## config.mk

```make
export PLATFORM = sky130hd
export DESIGN_NAME = spi_diag_slave
export DESIGN_NICKNAME = d
export VERILOG_FILES = /design/src/rtl/spi_diag_pkg.sv /design/src/rtl/spi_diag_sync.sv /design/src/rtl/spi_diag_fmt.sv /design/src/rtl/spi_diag_dec.sv /design/src/rtl/spi_diag_slave.sv
export SDC_FILE = /design/constraint.sdc
export NUM_CORES = 1
export LEC_CHECK = 0
export ABC_AREA = 1
export CAP_MARGIN = 20
export CELL_PAD_IN_SITES_DETAIL_PLACEMENT = 0
export CELL_PAD_IN_SITES_GLOBAL_PLACEMENT = 1
export CORE_ASPECT_RATIO = 2
export CORE_MARGIN = 10
export CORE_UTILIZATION = 35
export DETAILED_ROUTE_END_ITERATION = 10
export DONT_BUFFER_PORTS = 1
export GPL_ROUTABILITY_DRIVEN = 0
export GPL_TIMING_DRIVEN = 0
export PLACE_DENSITY = 0.75
export SYNTH_ARGS = -nofsm -noshare
export SYNTH_HDL_FRONTEND = slang
export SYNTH_HIERARCHICAL = 1
export SYNTH_SLANG_ARGS = --single-unit
```

## constraint.sdc

```tcl
create_clock -name clk -period 1.5 [get_ports clk]
set_input_delay 0.45 -clock clk [delete_from_list [all_inputs] [get_ports clk]]
set_output_delay 0.45 -clock clk [all_outputs]
set_load 0.02 [all_outputs]
```

## src/rtl/spi_diag_pkg.sv

```systemverilog
package spi_diag_pkg;

    typedef enum logic [1:0] {
        RB_FULL    = 2'b00,
        RB_COMPACT = 2'b01,
        RB_ECHO    = 2'b10,
        RB_ALTFULL = 2'b11
    } rb_mode_e;

    localparam int CMD_W = 3;

    localparam logic [CMD_W-1:0] CMD_SET_LO   = 3'b110;
    localparam logic [CMD_W-1:0] CMD_SET_HI   = 3'b101;
    localparam logic [CMD_W-1:0] CMD_SET_MODE = 3'b100;
    localparam logic [CMD_W-1:0] CMD_SET_COMB = 3'b011;

endpackage

```

## src/rtl/spi_diag_sync.sv

```systemverilog
module spi_diag_sync #(
    parameter int           N       = 1,
    parameter int           STAGES  = 2,
    parameter logic [N-1:0] RST_VAL = '0
) (
    input  logic         clk,
    input  logic         rst_n,
    input  logic [N-1:0] d,
    output logic [N-1:0] q
);
    logic [N-1:0] ff_q [STAGES];
    logic [N-1:0] ff_d [STAGES];

    always_comb begin
        ff_d[0] = d;
        for (int i = 1; i < STAGES; i++) begin
            ff_d[i] = ff_q[i-1];
        end
    end

    generate
        for (genvar s = 0; s < STAGES; s++) begin : g_stage
            always_ff @(posedge clk or negedge rst_n) begin
                if (!rst_n) ff_q[s] <= RST_VAL;
                else        ff_q[s] <= ff_d[s];
            end
        end
    endgenerate

    assign q = ff_q[STAGES-1];
endmodule

```

## src/rtl/spi_diag_fmt.sv

```systemverilog
module spi_diag_fmt #(
    parameter int NCH = 16,
    localparam int HALF = NCH / 2,
    localparam int W    = NCH
) (
    input  spi_diag_pkg::rb_mode_e mode,
    input  logic                   half,
    input  logic [2*NCH-1:0]       diag,
    input  logic [HALF-1:0]        pins,
    input  logic [W-1:0]           echo,
    output logic [W-1:0]           word
);
    logic [W-1:0]    full_w;
    logic [HALF-1:0] flag_w;

    generate
        for (genvar k = 0; k < HALF; k++) begin : g_ch
            logic [1:0] code;
            assign code = half ? diag[2*(HALF+k) +: 2] : diag[2*k +: 2];
            assign full_w[2*k +: 2] = code;
            assign flag_w[k]        = |code;
        end
    endgenerate

    always_comb begin
        unique case (mode)
            spi_diag_pkg::RB_COMPACT: word = {pins, flag_w};
            spi_diag_pkg::RB_ECHO:    word = echo;
            default:                  word = full_w;
        endcase
    end
endmodule

```

## src/rtl/spi_diag_dec.sv

```systemverilog
module spi_diag_dec #(
    parameter int NCH = 16,
    localparam int HALF = NCH / 2,
    localparam int W    = NCH
) (
    input  logic [W-1:0]           word,
    input  logic [NCH-1:0]         chan_q,
    input  logic                   comb_q,
    input  spi_diag_pkg::rb_mode_e mode_q,
    output logic [NCH-1:0]         chan_n,
    output logic                   comb_n,
    output spi_diag_pkg::rb_mode_e mode_n
);
    import spi_diag_pkg::*;

    logic [CMD_W-1:0] cmd;
    logic             unused_bits;

    assign cmd         = word[W-1 -: CMD_W];
    assign unused_bits = ^word[W-CMD_W-1:HALF];

    always_comb begin
        chan_n = chan_q;
        comb_n = comb_q;
        mode_n = mode_q;
        unique case (cmd)
            CMD_SET_LO:   chan_n[HALF-1:0]   = word[HALF-1:0];
            CMD_SET_HI:   chan_n[NCH-1:HALF] = word[HALF-1:0];
            CMD_SET_MODE: mode_n = rb_mode_e'(word[1:0]);
            CMD_SET_COMB: comb_n = word[0];
            default: ;
        endcase
    end
endmodule

```

## src/rtl/spi_diag_slave.sv

```systemverilog
module spi_diag_slave #(
    parameter int NCH         = 16,
    parameter int SYNC_STAGES = 2
) (
    input  logic             clk,
    input  logic             rst_n,
    input  logic             sclk,
    input  logic             cs_n,
    input  logic             si,
    output logic             so,
    output logic             so_oe,
    input  logic [2*NCH-1:0] diag_i,
    input  logic [NCH/2-1:0] pin_i,
    output logic [NCH-1:0]   chan_on_o,
    output logic             combine_and_o
);
    import spi_diag_pkg::*;

    localparam int W      = NCH;
    localparam int CW     = $clog2(W + 2);
    localparam int CNTMAX = W + 1;

    typedef struct packed {
        logic           sclk_p;
        logic           cs_p;
        logic [CW-1:0]  cnt;
        logic [W-1:0]   rx;
        logic [W-1:0]   tx;
        logic [W-1:0]   echo;
        logic           half;
        rb_mode_e       mode;
        logic [NCH-1:0] chan;
        logic           comb_and;
    } st_t;

    st_t st_d, st_q;

    logic sclk_s, cs_s, si_s;
    logic cs_fall, cs_rise, sck_rise, sck_fall;
    logic [W-1:0]   fmt_word;
    logic [NCH-1:0] dec_chan;
    logic           dec_comb;
    rb_mode_e       dec_mode;

    spi_diag_sync #(
        .N(3), .STAGES(SYNC_STAGES), .RST_VAL(3'b010)
    ) sync_i (
        .clk(clk), .rst_n(rst_n),
        .d({sclk, cs_n, si}),
        .q({sclk_s, cs_s, si_s})
    );

    spi_diag_fmt #(.NCH(NCH)) fmt_i (
        .mode(st_q.mode), .half(st_q.half), .diag(diag_i),
        .pins(pin_i), .echo(st_q.echo), .word(fmt_word)
    );

    spi_diag_dec #(.NCH(NCH)) dec_i (
        .word(st_q.rx), .chan_q(st_q.chan), .comb_q(st_q.comb_and),
        .mode_q(st_q.mode), .chan_n(dec_chan), .comb_n(dec_comb),
        .mode_n(dec_mode)
    );

    assign cs_fall  = st_q.cs_p & ~cs_s;
    assign cs_rise  = ~st_q.cs_p & cs_s;
    assign sck_rise = ~cs_s & ~st_q.cs_p & sclk_s & ~st_q.sclk_p;
    assign sck_fall = ~cs_s & ~st_q.cs_p & ~sclk_s & st_q.sclk_p;

    always_comb begin
        st_d        = st_q;
        st_d.sclk_p = sclk_s;
        st_d.cs_p   = cs_s;
        if (cs_fall) begin
            st_d.cnt = '0;
            st_d.rx  = '0;
            st_d.tx  = fmt_word;
        end else begin
            if (sck_fall) begin
                st_d.rx = {st_q.rx[W-2:0], si_s};
                if (st_q.cnt != CW'(CNTMAX)) st_d.cnt = st_q.cnt + 1'b1;
            end
            if (sck_rise && st_q.cnt != '0) begin
                st_d.tx = {st_q.tx[W-2:0], 1'b0};
            end
        end
        if (cs_rise && st_q.cnt == CW'(W)) begin
            st_d.chan     = dec_chan;
            st_d.comb_and = dec_comb;
            st_d.mode     = dec_mode;
            st_d.echo     = st_q.rx;
            st_d.half     = ~st_q.half;
        end
    end

    always_ff @(posedge clk or negedge rst_n) begin
        if (!rst_n) begin
            st_q          <= '0;
            st_q.cs_p     <= 1'b1;
            st_q.mode     <= RB_FULL;
        end else begin
            st_q <= st_d;
        end
    end

    assign so            = st_q.tx[W-1];
    assign so_oe         = ~st_q.cs_p;
    assign chan_on_o     = st_q.chan;
    assign combine_and_o = st_q.comb_and;
endmodule

```

== Word-level counts from Yosys, hierarchy flattened ==
Cells that the tools add are included.
Storage, ports and cells
  bits in registers: 81
  word-level logic and storage cells: 66
  input port bits: 45
Cells by class
  equal/unequal tests: 8
  $add $sub $neg: 1
  bitwise gates (word level): 12
  reduce and logical (&&, ||, !) cells: 19
  mux-type cells: 13
Operators with widths (number)
  2-to-1 mux 37 bit: 1
  case mux 16 bit (2 select lines): 1
  2-to-1 mux 21 bit: 1
  2-to-1 mux 16 bit: 1
  2-to-1 mux 2 bit: 8
  OR reduction 2 bit: 8
  AND reduction 2 bit: 5
  equality test 3 bit (second input constant): 3
  bitwise AND 1 bit: 7
  nonzero test 2 bit: 3
  adder 5 x 1 -> 5 bit (second input constant): 1
  equality test 5 bit (second input constant): 1
  2-to-1 mux 5 bit: 1
  inequality test 5 bit (second input constant): 1
  NOT 1 bit: 5
  nonzero test 5 bit: 1
  equality test 3 x 2 -> 1 bit (second input constant): 1
  equality test 2 x 1 -> 1 bit (second input constant): 1
  equality test 2 bit (second input constant): 1
  logical AND 1 bit: 2

== Depth between registers and ports, before layout ==
Gate-level depths: netlist (run 1).
  depth in word-level cells: 7
  gate-level depth with buffers: 12
  gate-level depth less buffers: 10

== By module ==
The synthesis (run 1) kept the hierarchy.
By module, submodules not included
  spi_diag_slave: area each 3343.2 um^2, cells each 393, instances 1, sequential area each 1878.1 um^2
  spi_diag_fmt: area each 734.5 um^2, cells each 156, instances 1, sequential area each 0.0 um^2
  spi_diag_dec: area each 312.8 um^2, cells each 69, instances 1, sequential area each 0.0 um^2
  spi_diag_sync: area each 152.6 um^2, cells each 6, instances 1, sequential area each 152.6 um^2

== Worst setup path after synthesis (run 1) ==
OpenSTA, ideal clock, no wires.
  path kind: reg2reg
  start point: reg st_q[17] (netlist name)
  end point: reg st_q[42] in the netlist's numbering
  setup slack: -16 ps
  cell stages (with the launch flop): 11
  arrival: 1399 ps
  path through: dfrtp_1 > inv_1 > ha_1 > buf_2 > buf_2 > a21oi_1 > a21oi_2 > nand2_1 > nand2_1 > nand2_1 > nand2_1
Between the ends
  longest elaborated chain between the ends: 3
Ends and longest elaborated chain
  equality test 2 bit / equality test 2 x 1 -> 1 bit (equally long branches): RTL line spi_diag_fmt.sv:26  | unique case (mode)
  case mux 16 bit (2 select lines) (*): RTL line spi_diag_fmt.sv:26
  net fmt_word[6]: RTL line spi_diag_slave.sv:40  | logic [W-1:0] fmt_word;
  2-to-1 mux 37 bit (*): RTL line spi_diag_slave.sv:73  | if (cs_fall) begin
  end signal, assigned: RTL line spi_diag_slave.sv:101  | st_q <= st_d;
  end, declared: RTL line spi_diag_slave.sv:36  | st_t st_d, st_q;
Mark *: on every way through the listed nets, which the timed path passes. The rest lies on a longest branch.
A chain may end at the register's enable or synchronous reset.

== Worst setup path in the final report (run 1) ==
  start point: reg st_q[18] (netlist name)
  end point: reg st_q[37] in the netlist's numbering
Between the ends
  longest elaborated chain between the ends: 3
Ends and longest elaborated chain (RTL line)
  equality test 2 bit / equality test 2 x 1 -> 1 bit (equally long branches): spi_diag_fmt.sv:26
  case mux 16 bit (2 select lines) (*): spi_diag_fmt.sv:26
  net fmt_word[1]: spi_diag_slave.sv:40
  2-to-1 mux 37 bit (*): spi_diag_slave.sv:73
Marked as above.

==> results of run 1 <==
power breakdown:
part / internal (mW) / leakage, nW / total [mW] / switching [mW]
combinational: 0.164 / 1.65 / 0.424 / 0.260
sequential: 2.29 / 1.08 / 2.37 / 0.0734
clock: 1.46 / 0.150 / 2.35 / 0.890
area by class of cell:
cell class	instances	area share, %
Clock inverter	5	1.48
Tap cell	150	3.42
Sequential cell	81	37.0
Buffer	45	6.38
Clock buffer	11	4.24
Multi-Input combinational cell	428	40.2
Inverter	67	4.81
Timing Repair Buffer	13	2.42
synthesized netlist by cell type:
master	instances	share of area [%]
sky130_fd_sc_hd__inv_4	1	0.14
sky130_fd_sc_hd__o22ai_1	12	1.7
sky130_fd_sc_hd__nand2_4	2	0.50
sky130_fd_sc_hd__nand3_2	2	0.44
sky130_fd_sc_hd__clkbuf_1	3	0.25
sky130_fd_sc_hd__dfrtp_1	78	43
sky130_fd_sc_hd__dfstp_2	3	1.7
sky130_fd_sc_hd__clkbuf_2	1	0.11
sky130_fd_sc_hd__inv_2	5	0.41
sky130_fd_sc_hd__buf_2	20	2.2
sky130_fd_sc_hd__nand4_1	20	2.8
sky130_fd_sc_hd__nand3_1	29	3.2
sky130_fd_sc_hd__o21ai_1	6	0.66
sky130_fd_sc_hd__nor2_1	9	0.74
sky130_fd_sc_hd__or2_2	1	0.14
sky130_fd_sc_hd__a21oi_1	22	2.4
sky130_fd_sc_hd__nor2_8	1	0.44
sky130_fd_sc_hd__nand2_1	283	23
sky130_fd_sc_hd__nand2_2	2	0.28
sky130_fd_sc_hd__ha_1	6	1.7
sky130_fd_sc_hd__buf_4	20	3.3
sky130_fd_sc_hd__buf_6	4	0.99
sky130_fd_sc_hd__o21ai_0	18	2.0
sky130_fd_sc_hd__nor2_2	1	0.14
sky130_fd_sc_hd__inv_1	61	5.0
sky130_fd_sc_hd__a22oi_1	8	1.3
sky130_fd_sc_hd__a21oi_2	6	1.2
path summary, 6_finish.rpt:
| kind | startpoint | end | slack, ns | cells after the start |
|---|---|---|---|---|
| max | st_q[18] | st_q[37] | 0.003 | 9 |
| min | rst_n | st_q[19] | -0.20 | 0 |
| max reg2reg | st_q[18] | st_q[37] | 0.003 | 9 |
| min reg2reg | sync_i/ff_d[0] | sync_i/q[0] | 0.35 | 0 |
| max in group asynchronous | rst_n | sync_i/ff_d[1] | 1.48 | 0 |
| min in group clk | cs_n | sync_i/ff_d[1] | 0.10 | 0 |
registers in the layout, indices dropped and copies added (netlist names):
name / count
sync_i/ff_d: 3
sync_i/q: 3
combine_and_o: 1
st_q: 57
so: 1
chan_on_o: 16
critical path, stage by stage (launching register included):
cell,delay (ns)
sky130_fd_sc_hd__dfrtp_2,0.44
sky130_fd_sc_hd__ha_4,0.37
sky130_fd_sc_hd__buf_6,0.14
sky130_fd_sc_hd__inv_8,0.05
sky130_fd_sc_hd__nor2_1,0.11
sky130_fd_sc_hd__a21oi_2,0.05
sky130_fd_sc_hd__nand2_1,0.05
sky130_fd_sc_hd__nand2_1,0.05
sky130_fd_sc_hd__nand2_1,0.06
sky130_fd_sc_hd__nand2_1,0.05
metrics by stage:
| stage | hold WS, ns | area [µm²] | instances | total power, mW |
|---|---|---|---|---|
| 2_1_floorplan | 0.154 | 4540 | 624 | 2.70 |
| 3_3_place_gp | 0.159 | 4730 | 774 | 2.80 |
| 3_5_place_dp | 0.159 | 4730 | 774 | 2.81 |
| 4_1_cts | -0.205 | 5310 | 798 | 5.17 |
| 5_1_grt | -0.208 | 5490 | 800 | 5.35 |
| 6_report | -0.196 | 5490 | 800 | 5.14 |
per-layer routing:
metal | GRT usage [%] | up-vias | routed length, µm
met2 | 27.1 | 70 | 7470
li1 | - | 2001 | -
met1 | 13.8 | 1876 | 4560
met4 | 5.45 | 0 | 244
met5 | 0 | - | 0
met3 | 3.44 | 17 | 551
logic make-up (layout without fill, tap and decap cells):
logic type               Yosys count  count (layout)  share of synthesized area [%]
flip-flops                        81              81                           44.7
buffers and inverters            115             141                           12.4
AND/OR/NAND/NOR                  350             350                           32.0
AO/OA/AOI/OAI                     72              72                           9.20
adder cells (fa/ha/maj)            6               6                           1.65
placed cells by master, fill, tap and decap left out, types with 2 or more instances in the layout:
| cell | instances |
|---|---|
| sky130_fd_sc_hd__dfrtp_1 | 77 |
| sky130_fd_sc_hd__ha_1 | 2 |
| sky130_fd_sc_hd__dfstp_2 | 3 |
| sky130_fd_sc_hd__o21ai_1 | 9 |
| sky130_fd_sc_hd__nor2_2 | 2 |
| sky130_fd_sc_hd__nand2_2 | 11 |
| sky130_fd_sc_hd__inv_2 | 5 |
| sky130_fd_sc_hd__bufinv_16 | 2 |
| sky130_fd_sc_hd__buf_8 | 2 |
| sky130_fd_sc_hd__nand4_1 | 20 |
| sky130_fd_sc_hd__clkbuf_16 | 9 |
| sky130_fd_sc_hd__nand2_1 | 272 |
| sky130_fd_sc_hd__clkbuf_1 | 3 |
| sky130_fd_sc_hd__buf_4 | 31 |
| sky130_fd_sc_hd__nand3_2 | 2 |
| sky130_fd_sc_hd__o21ai_0 | 15 |
| sky130_fd_sc_hd__buf_2 | 11 |
| sky130_fd_sc_hd__nor2_1 | 8 |
| sky130_fd_sc_hd__a22oi_2 | 3 |
| sky130_fd_sc_hd__a22oi_1 | 5 |
| sky130_fd_sc_hd__inv_4 | 2 |
| sky130_fd_sc_hd__inv_1 | 59 |
| sky130_fd_sc_hd__o22ai_1 | 12 |
| sky130_fd_sc_hd__a21oi_4 | 10 |
| sky130_fd_sc_hd__nand2_4 | 4 |
| sky130_fd_sc_hd__ha_4 | 3 |
| sky130_fd_sc_hd__nand3_1 | 28 |
| sky130_fd_sc_hd__buf_6 | 9 |
| sky130_fd_sc_hd__a21oi_2 | 17 |
what timing repair did:
item / 4_1_cts / 5_1_grt
gates resized for setup: 45 / 50
cloned: 1 / 1
setup endpoints to repair: 16 / 48
pin swaps: 26 / 19
hold endpoints to repair: 81 / 81
setup buffers: 8 / 3
==> impl_metrics.tcl, run 1 <==
set metrics [dict create \
    initial_utilization_pct 36.0 \
    wire_length_of_the_first_global_routing_pass_mm 20.6 \
    final_core_util_pct 43.5 \
    ioPinCount 64 \
    p_leak_nw 2.88 \
    finalNetCount 696 \
    cts_tree "done" \
    hold-worst-slack_ns -0.196 \
    maxSlewViolCount 0 \
    synth_area_um2 4540 \
    via_count_of_the_first_global_routing_pass 4029 \
    postSynthCellCount 624 \
    clock_sink_count 81 \
    place_worst_setup_slack_ns -0.238 \
    fp.dieW_um 101 \
    drv.max_cap_violation_count 0 \
    startpoint_type "flip-flop" \
    placeableCoreArea_um2 12600 \
    setup_viol_count_final 0 \
    detail_route.vias_per_cell 4.96 \
    net_count_of_the_mapped_netlist 675 \
    holdCritPathClass "primary input to async pin" \
    synth.yosys.seq_area_share_pct 44.7 \
    drt_iter0_markers 233 \
    min_period_ns 1.50 \
    worstPathMaxFanout 8 \
    post-route-period-util_pct 99.8 \
    rows 58 \
    max_freq_ghz 0.668 \
    ys.warnings.count 6 \
    maxSlewHeadroom_pct 68.9 \
    num_antenna_cells 0 \
    critPathRequiredTime_ns 1.73 \
    layout-drive-gt1-share_pct 21.4 \
    rsz0062_at_grt "yes" \
    layout.filler_cells 1275 \
    cp_endpoint_kind "flip-flop" \
    ir_drop_v 0.000557 \
    syn_area_per_cell_um2 7.28 \
    syn_to_final_growth_pct 20.8 \
    power.density_cell_area_nw_per_um2 936 \
    violated_checks "negative hold slack" \
    route.detailed.drc 0 \
    fin_tns_setup_ns 0 \
    count_of_vias_placed_by_the_detailed_router 3964 \
    place.detailed.hpwl_mm 9.61 \
    floorplan.die_area_um2 18200 \
    finClkSkew_ns 0.00519 \
    synth.distinct_cells 27 \
    buffer_ports.inserted 0 \
    wirelength_mm 12.8 \
    cts_max_level 3 \
    final_antenna_net_count 0 \
    ctsLongestPathBuffers 2 \
    cts_inserted_buffers 9 \
    run_status "finished, violations left" \
    max_slew.worst_pin.slew_ns 0.466 \
    grt_antenna_before_repair 0 \
    clock_insertion_delay_worst_skew_ns 0.34 \
    grt_util_all_layers_pct 14.2 \
    path_clk_slew_ns 0.06 \
    routed_wire_length_per_instance_um 16.0 \
    pin_count_of_the_biggest_net_entering_global_routing 82 \
    hold_viol 81 \
    die_y_um 181 \
    worst_ep_arrival_time_ns 1.73 \
    layout.area.seq_um2 2030 \
    setup_ws_ns 0.00283 \
    timing_worst_setup_path_type "flip-flop to flip-flop" \
    ys_ff_latch 81 \
    multi_input_area_um2 2210 \
    drt-pass1-iter-count 4 \
    global_route.overflow_total 0 \
    clk_root_buffer_cell "sky130_fd_sc_hd__clkbuf_16" \
]
(Power assumes the default switching activity.)
==> run 2: changes to the inputs <==
--- a/config.mk
+++ b/config.mk
@@ -11,12 +11,12 @@
 export CELL_PAD_IN_SITES_GLOBAL_PLACEMENT = 1
 export CORE_ASPECT_RATIO = 2
 export CORE_MARGIN = 10
-export CORE_UTILIZATION = 35
+export CORE_UTILIZATION = 40
 export DETAILED_ROUTE_END_ITERATION = 10
 export DONT_BUFFER_PORTS = 1
 export GPL_ROUTABILITY_DRIVEN = 0
 export GPL_TIMING_DRIVEN = 0
-export PLACE_DENSITY = 0.75
+export PLACE_DENSITY = 0.82
 export SYNTH_ARGS = -nofsm -noshare
 export SYNTH_HDL_FRONTEND = slang
 export SYNTH_HIERARCHICAL = 1
==> run 2 against run 1 <==
  * The flow finishes with violations (negative hold slack, negative setup slack)
  * Critical endpoint is now st_q[38]
  * Largest cell class unchanged
  * Flip-flop and latch count unchanged
  * Highest routed layer unchanged
  * Fmax down 3.7%
  * Power down 6.2%
  * Non-clock buffer count down 7
  * Largest power group unchanged
  * Cell count down 1.9%
  * Core utilization up 2.7 points
==> impl_metrics.tcl, run 2 (synthesized netlist as in run 1, its figures left out) <==
set metrics [dict create \
    run_status "finished, violations left" \
    violated_checks "negative hold slack, negative setup slack" \
    die_y_um 171 \
    maxSlewHeadroom_pct 69.9 \
    syn_to_final_growth_pct 14.1 \
    fin_tns_setup_ns -0.270 \
    switching_power_summed_over_all_nets_mw 1.20 \
    internal_power_consumption_mw 3.62 \
    clock_sink_count 81 \
    layout.cells.most_common_list "sky130_fd_sc_hd__nand2_1, sky130_fd_sc_hd__dfrtp_1, sky130_fd_sc_hd__inv_1" \
    layout-drive-gt1-share_pct 18.4 \
    global_route.overflow_total 0 \
    critical-path-top-cell-by-count "sky130_fd_sc_hd__nand2_1" \
    p_leak_nw 2.77 \
    setup_ws_ns -0.0541 \
    p_sw_share_pct 25.0 \
    drt-pass1-iter-count 4 \
    initial_utilization_pct 40.5 \
    pin_count_of_the_biggest_net_entering_global_routing 82 \
    clock_insertion_delay_worst_skew_ns 0.34 \
    place.detailed.hpwl_mm 9.49 \
    cp_endpoint_kind "flip-flop" \
    fp.dieW_um 95.4 \
    crit_path_top_delay_cell "sky130_fd_sc_hd__dfrtp_1" \
    timing.critical_path.slowest_cell_delay_ns 0.43 \
    final_antenna_net_count 0 \
    maxSlewViolCount 0 \
    layout.cell_area.non_filler_um2 5180 \
    worstPathMaxFanout 8 \
    timing_worst_setup_path_type "flip-flop to flip-flop" \
    ioPinCount 64 \
    post-layout-total-power_mw 4.82 \
    buffer_ports.inserted 0 \
    holdCritPathClass "primary input to async pin" \
    finalNetCount 689 \
    ctsLongestPathBuffers 2 \
    timing.critical_path.cells "ha_4 > clkinvlp_4 > a21oi_2 > a21oi_2 > nand2_1 > nand2_1 > nand2_1 > nand2_1" \
    detail_route.vias_per_cell 5.00 \
    drv.max_cap_violation_count 0 \
    cts_max_level 3 \
    wire_length_of_the_first_global_routing_pass_mm 20.3 \
    setup_viol_count_final 8 \
    routed_wire_length_per_instance_um 15.7 \
    drt_iter0_markers 300 \
    ir_drop_v 0.000627 \
    critPathRequiredTime_ns 1.72 \
    rsz0062_at_grt "yes" \
    count_of_vias_placed_by_the_detailed_router 3928 \
    min_period_ns 1.55 \
    dpl_cell_area_um2 4720 \
    path_clk_slew_ns 0.06 \
    final_common_cell "sky130_fd_sc_hd__nand2_1" \
    via_count_of_the_first_global_routing_pass 4087 \
    critical_path_buf_inv_count 1 \
    finClkSkew_ns 0.00786 \
    hold_viol 78 \
    power.density_cell_area_nw_per_um2 931 \
    ff2ff_path_depth 8 \
    timing.critical_path.depth 8 \
    pwr-share-seq_pct 49.1 \
    grt_util_all_layers_pct 16.1 \
    max_slew.worst_pin.slew_ns 0.452 \
    wirelength_mm 12.3 \
    route.detailed.drc 0 \
    rows 55 \
    cts_inserted_buffers 9 \
    cp_top_family "flip-flops" \
    floorplan.die_area_um2 16300 \
    grt_antenna_before_repair 0 \
    placeableCoreArea_um2 11200 \
    registers.top_by_ff_count "st_q" \
    num_antenna_cells 0 \
    worst_ep_arrival_time_ns 1.78 \
    max_ffs_per_register 57 \
    startpoint_type "flip-flop" \
    cts_tree "done" \
    power_frac_comb_pct 8.5 \
    post-route-period-util_pct 104 \
    clk_root_buffer_cell "sky130_fd_sc_hd__clkbuf_16" \
    share_clk_of_total_power_pct 42.4 \
    max_freq_ghz 0.643 \
    hold-worst-slack_ns -0.192 \
]
run 2: changes by cell type in the layout (fill, tap and decap cells not counted), sizes merged:
| cell | before | now |
|---|---|---|
| buf | 55 | 49 |
| clkinv | 2 | 1 |
| bufinv | 2 | 0 |
| clkinvlp | 1 | 3 |
run 2: power by group through the flow:
stage | Combinational [mW] | Clock, mW | Sequential (mW)
after detailed placement | 0.397 | 0 | 2.41
after global routing | 0.477 | 2.21 | 2.38
after floorplan | 0.317 | 0 | 2.39
final | 0.409 | 2.04 | 2.37
after CTS | 0.406 | 2.10 | 2.37
after global placement | 0.390 | 0 | 2.40
run 2: per-stage QoR:
step	cells	util [%]	setup slack (ns)
5_1_grt	785	46.2	-0.157
3_3_place_gp	766	42.1	-0.201
6_report	785	46.2	-0.0541
4_1_cts	784	45.5	-0.119
3_5_place_dp	766	42.1	-0.251
2_1_floorplan	624	-	-0.0159
run 2: layout make-up:
class / instances / area, µm²
repair buffers: 6 / 45.0
clock buffers: 12 / 246
flip-flops and latches: 81 / 2030
multi-input cells: 428 / 2080
fillers: 1153 / 6030
clock inverters: 4 / 28.8
plain buffers: 45 / 312
inverters: 67 / 258
well taps: 142 / 178
run 2: final timing paths:
kind | startpoint | endpoint | slack [ns]
max in group asynchronous | rst_n | st_q[73] | 1.45
min | rst_n | chan_on_o[1] | -0.19
max | st_q[18] | st_q[38] | -0.05
min reg2reg | sync_i/ff_d[0] | sync_i/q[0] | 0.35
min in group clk | cs_n | sync_i/ff_d[1] | 0.11
max reg2reg | st_q[18] | st_q[38] | -0.05
run 2: routing by layer:
| layer | up-vias | track usage, % | routed length (µm) |
|---|---|---|---|
| met5 | - | 0 | 0 |
| met4 | 0 | 7.40 | 413 |
| met3 | 24 | 3.82 | 541 |
| met2 | 74 | 30.0 | 6990 |
| met1 | 1853 | 15.8 | 4350 |
| li1 | 1977 | - | - |
run 2: what timing repair did:
| item | 4_1_cts | 5_1_grt |
|---|---|---|
| setup endpoints to repair | 16 | 51 |
| buffers inserted | 3 | 3 |
| resized for setup | 24 | 22 |
| endpoints found under the hold margin | 81 | 81 |
| pin swaps | 10 | 8 |
==> run 3: changes to the inputs <==
--- a/config.mk
+++ b/config.mk
@@ -10,7 +10,7 @@
 export CELL_PAD_IN_SITES_DETAIL_PLACEMENT = 0
 export CELL_PAD_IN_SITES_GLOBAL_PLACEMENT = 1
 export CORE_ASPECT_RATIO = 2
-export CORE_MARGIN = 10
+export CORE_MARGIN = 8
 export CORE_UTILIZATION = 40
 export DETAILED_ROUTE_END_ITERATION = 10
 export DONT_BUFFER_PORTS = 1
==> constraint.sdc (replaced) <==
create_clock -name clk -period 1.5 [get_ports clk]
set_input_delay 0.3 -clock clk [delete_from_list [all_inputs] [get_ports clk]]
set_output_delay 0.3 -clock clk [all_outputs]
set_load 0.02 [all_outputs]
==> run 3 against run 2 <==
  * The flow still finishes with violations (negative hold slack, negative setup slack)
  * Power up 2.2%
  * Sequential share of layout area decreased by 0.56 points
  * Cell area grew 1.3%
  * Cell count increased by 0.64%
  * Via count grew 0.23%
  * Largest cell class unchanged
  * Largest power group unchanged
==> impl_metrics.tcl, run 3 (synthesized netlist as in run 1, its figures left out) <==
set metrics [dict create \
    run_status "finished, violations left" \
    violated_checks "negative hold slack, negative setup slack" \
    count_of_vias_placed_by_the_detailed_router 3937 \
    drv.max_cap_violation_count 0 \
    die_y_um 167 \
    final_common_cell "sky130_fd_sc_hd__nand2_1" \
    finClkSkew_ns 0.00353 \
    global_route.overflow_total 0 \
    rsz0062_at_grt "yes" \
    cts_max_level 3 \
    maxSlewViolCount 0 \
    wire_length_of_the_first_global_routing_pass_mm 20.0 \
    multi_input_area_um2 2080 \
    timing_worst_setup_path_type "flip-flop to flip-flop" \
    ioPinCount 64 \
    max_freq_ghz 0.616 \
    clock_sink_count 81 \
    num_antenna_cells 0 \
    ff2ff_path_depth 8 \
    internal_power_consumption_mw 3.72 \
    floorplan.die_area_um2 15200 \
    finalNetCount 694 \
    wirelength_mm 12.2 \
    fp.dieW_um 91.4 \
    hold_viol 81 \
    finalNonFillerCells 790 \
    registers.top_by_ff_count "st_q" \
    layout.area.seq_um2 2030 \
    max_slew.worst_pin.slew_ns 0.418 \
    detail_route.vias_per_cell 4.98 \
    layout.cells.most_common_list "sky130_fd_sc_hd__nand2_1, sky130_fd_sc_hd__dfrtp_1, sky130_fd_sc_hd__inv_1" \
    routed_wire_length_per_instance_um 15.5 \
    layout.cell_area.non_filler_um2 5250 \
    p_leak_nw 2.81 \
    grt_antenna_before_repair 0 \
    reg_to_reg_end "st_q[36]" \
    final_antenna_net_count 0 \
    p_sw_share_pct 24.6 \
    ctsLongestPathBuffers 2 \
    setup_ws_ns -0.123 \
    pin_count_of_the_biggest_net_entering_global_routing 82 \
    syn_to_final_growth_pct 15.6 \
    place.detailed.hpwl_mm 9.27 \
    critPathRequiredTime_ns 1.73 \
    timing.critical_path.cells "ha_1 > buf_6 > clkinvlp_4 > buf_4 > nand2_2 > o21ai_0 > nand2_1 > nand2_1" \
    clock_insertion_delay_worst_skew_ns 0.34 \
    setup_viol_count_final 15 \
    path_clk_slew_ns 0.06 \
    share_clk_of_total_power_pct 43.6 \
    hold-worst-slack_ns -0.349 \
    max_ffs_per_register 57 \
    maxSlewHeadroom_pct 72.1 \
    timing.critical_path.depth 8 \
    power_frac_comb_pct 8.4 \
    power.density_cell_area_nw_per_um2 939 \
    cts_tree "done" \
    startpoint_type "flip-flop" \
    holdCritPathClass "primary input to async pin" \
    buffer_ports.inserted 0 \
    switching_power_summed_over_all_nets_mw 1.22 \
    clk_root_buffer_cell "sky130_fd_sc_hd__clkbuf_16" \
    fin_tns_setup_ns -0.931 \
    rows 55 \
    cp_endpoint_kind "flip-flop" \
    worstPathMaxFanout 8 \
    min_period_ns 1.62 \
    dpl_cell_area_um2 4720 \
    setup.reg_to_reg.worst_slack_ns -0.12 \
    via_count_of_the_first_global_routing_pass 4043 \
    timing.critical_path.slowest_cell_delay_ns 0.39 \
    post-route-period-util_pct 108 \
    grt_util_all_layers_pct 16.5 \
    cp_top_family "buffers and inverters" \
    initial_utilization_pct 40.5 \
    route.detailed.drc 0 \
    drt-pass1-iter-count 4 \
    worst_ep_arrival_time_ns 1.85 \
    critical_path_buf_inv_count 3 \
    critical_path.reg2reg.startpoint "st_q[18]" \
    pwr-share-seq_pct 48.0 \
    layout-drive-gt1-share_pct 18.5 \
    post-place-cells 766 \
    drt_iter0_markers 192 \
    placeableCoreArea_um2 11200 \
    post-layout-total-power_mw 4.93 \
    crit_path_top_delay_cell "sky130_fd_sc_hd__dfrtp_1" \
    crit_start "st_q[18]" \
    post_cts_hold_buffer_count 3 \
    critical-path-top-cell-by-count "sky130_fd_sc_hd__nand2_1" \
    critical_path_sink "st_q[36]" \
    layout.filler_cells 1138 \
    cts_inserted_buffers 9 \
    ir_drop_v 0.000631 \
]
run 3: worst reg2reg max path: stages (launching register included):
cell and delay (ns):
sky130_fd_sc_hd__dfrtp_1 0.39, sky130_fd_sc_hd__ha_1 0.30, sky130_fd_sc_hd__buf_6 0.13, sky130_fd_sc_hd__clkinvlp_4 0.20, sky130_fd_sc_hd__buf_4 0.20, sky130_fd_sc_hd__nand2_2 0.05
sky130_fd_sc_hd__o21ai_0 0.10, sky130_fd_sc_hd__nand2_1 0.09, sky130_fd_sc_hd__nand2_1 0.05
run 3: power groups by stage:
stage / combinational [mW] / clock, mW / sequential [mW]
after floorplan: 0.317 / 0 / 2.39
after global placement: 0.392 / 0 / 2.40
after detailed placement: 0.398 / 0 / 2.41
after CTS: 0.412 / 2.22 / 2.37
after global routing: 0.476 / 2.28 / 2.38
final: 0.415 / 2.15 / 2.37
run 3: worst min path at each step:
stage	start	endpoint	slack, ns	cells past startpoint
6_report	rst_n	chan_on_o[1]	-0.35	0
3_5_place_dp	rst_n	chan_on_o[1]	0.008	0
4_1_cts	rst_n	chan_on_o[1]	-0.36	0
5_1_grt	rst_n	chan_on_o[1]	-0.36	0
3_3_place_gp	rst_n	chan_on_o[2]	0.009	0
2_1_floorplan	rst_n	chan_on_o[0]	0.004	0
run 3: through the flow:
| stage | setup WS (ns) | hold WS (ns) | utilization [%] |
|---|---|---|---|
| after floorplan | -0.0159 | 0.00441 | - |
| after global placement | -0.201 | 0.00860 | 42.1 |
| after detailed placement | -0.269 | 0.00813 | 42.1 |
| after CTS | -0.102 | -0.359 | 45.9 |
| after global routing | -0.220 | -0.364 | 46.8 |
| final | -0.123 | -0.349 | 46.8 |
run 3: per-layer routing:
metal / share of wire [%] / global-route usage, %
met1: 36 / 15.8
met2: 56 / 31.0
met3: 3.9 / 3.74
met4: 3.7 / 9.19
met5: 0 / 0
run 3: final cells by class:
cell class                      instances  share of cell area, %
Inverter                               67                   4.91
Clock buffer                           13                   5.15
Timing Repair Buffer                    9                   1.43
Buffer                                 47                   6.46
Tap cell                              142                   3.38
Clock inverter                          3                  0.453
Sequential cell                        81                   38.7
Multi-Input combinational cell        428                   39.6
run 3: what timing repair did:
item / in CTS / in global routing
resized for setup: 21 / 26
endpoints found under the setup margin: 16 / 60
hold endpoints to repair: 84 / 81
setup buffers: 4 / 2
pin swaps: 7 / 10
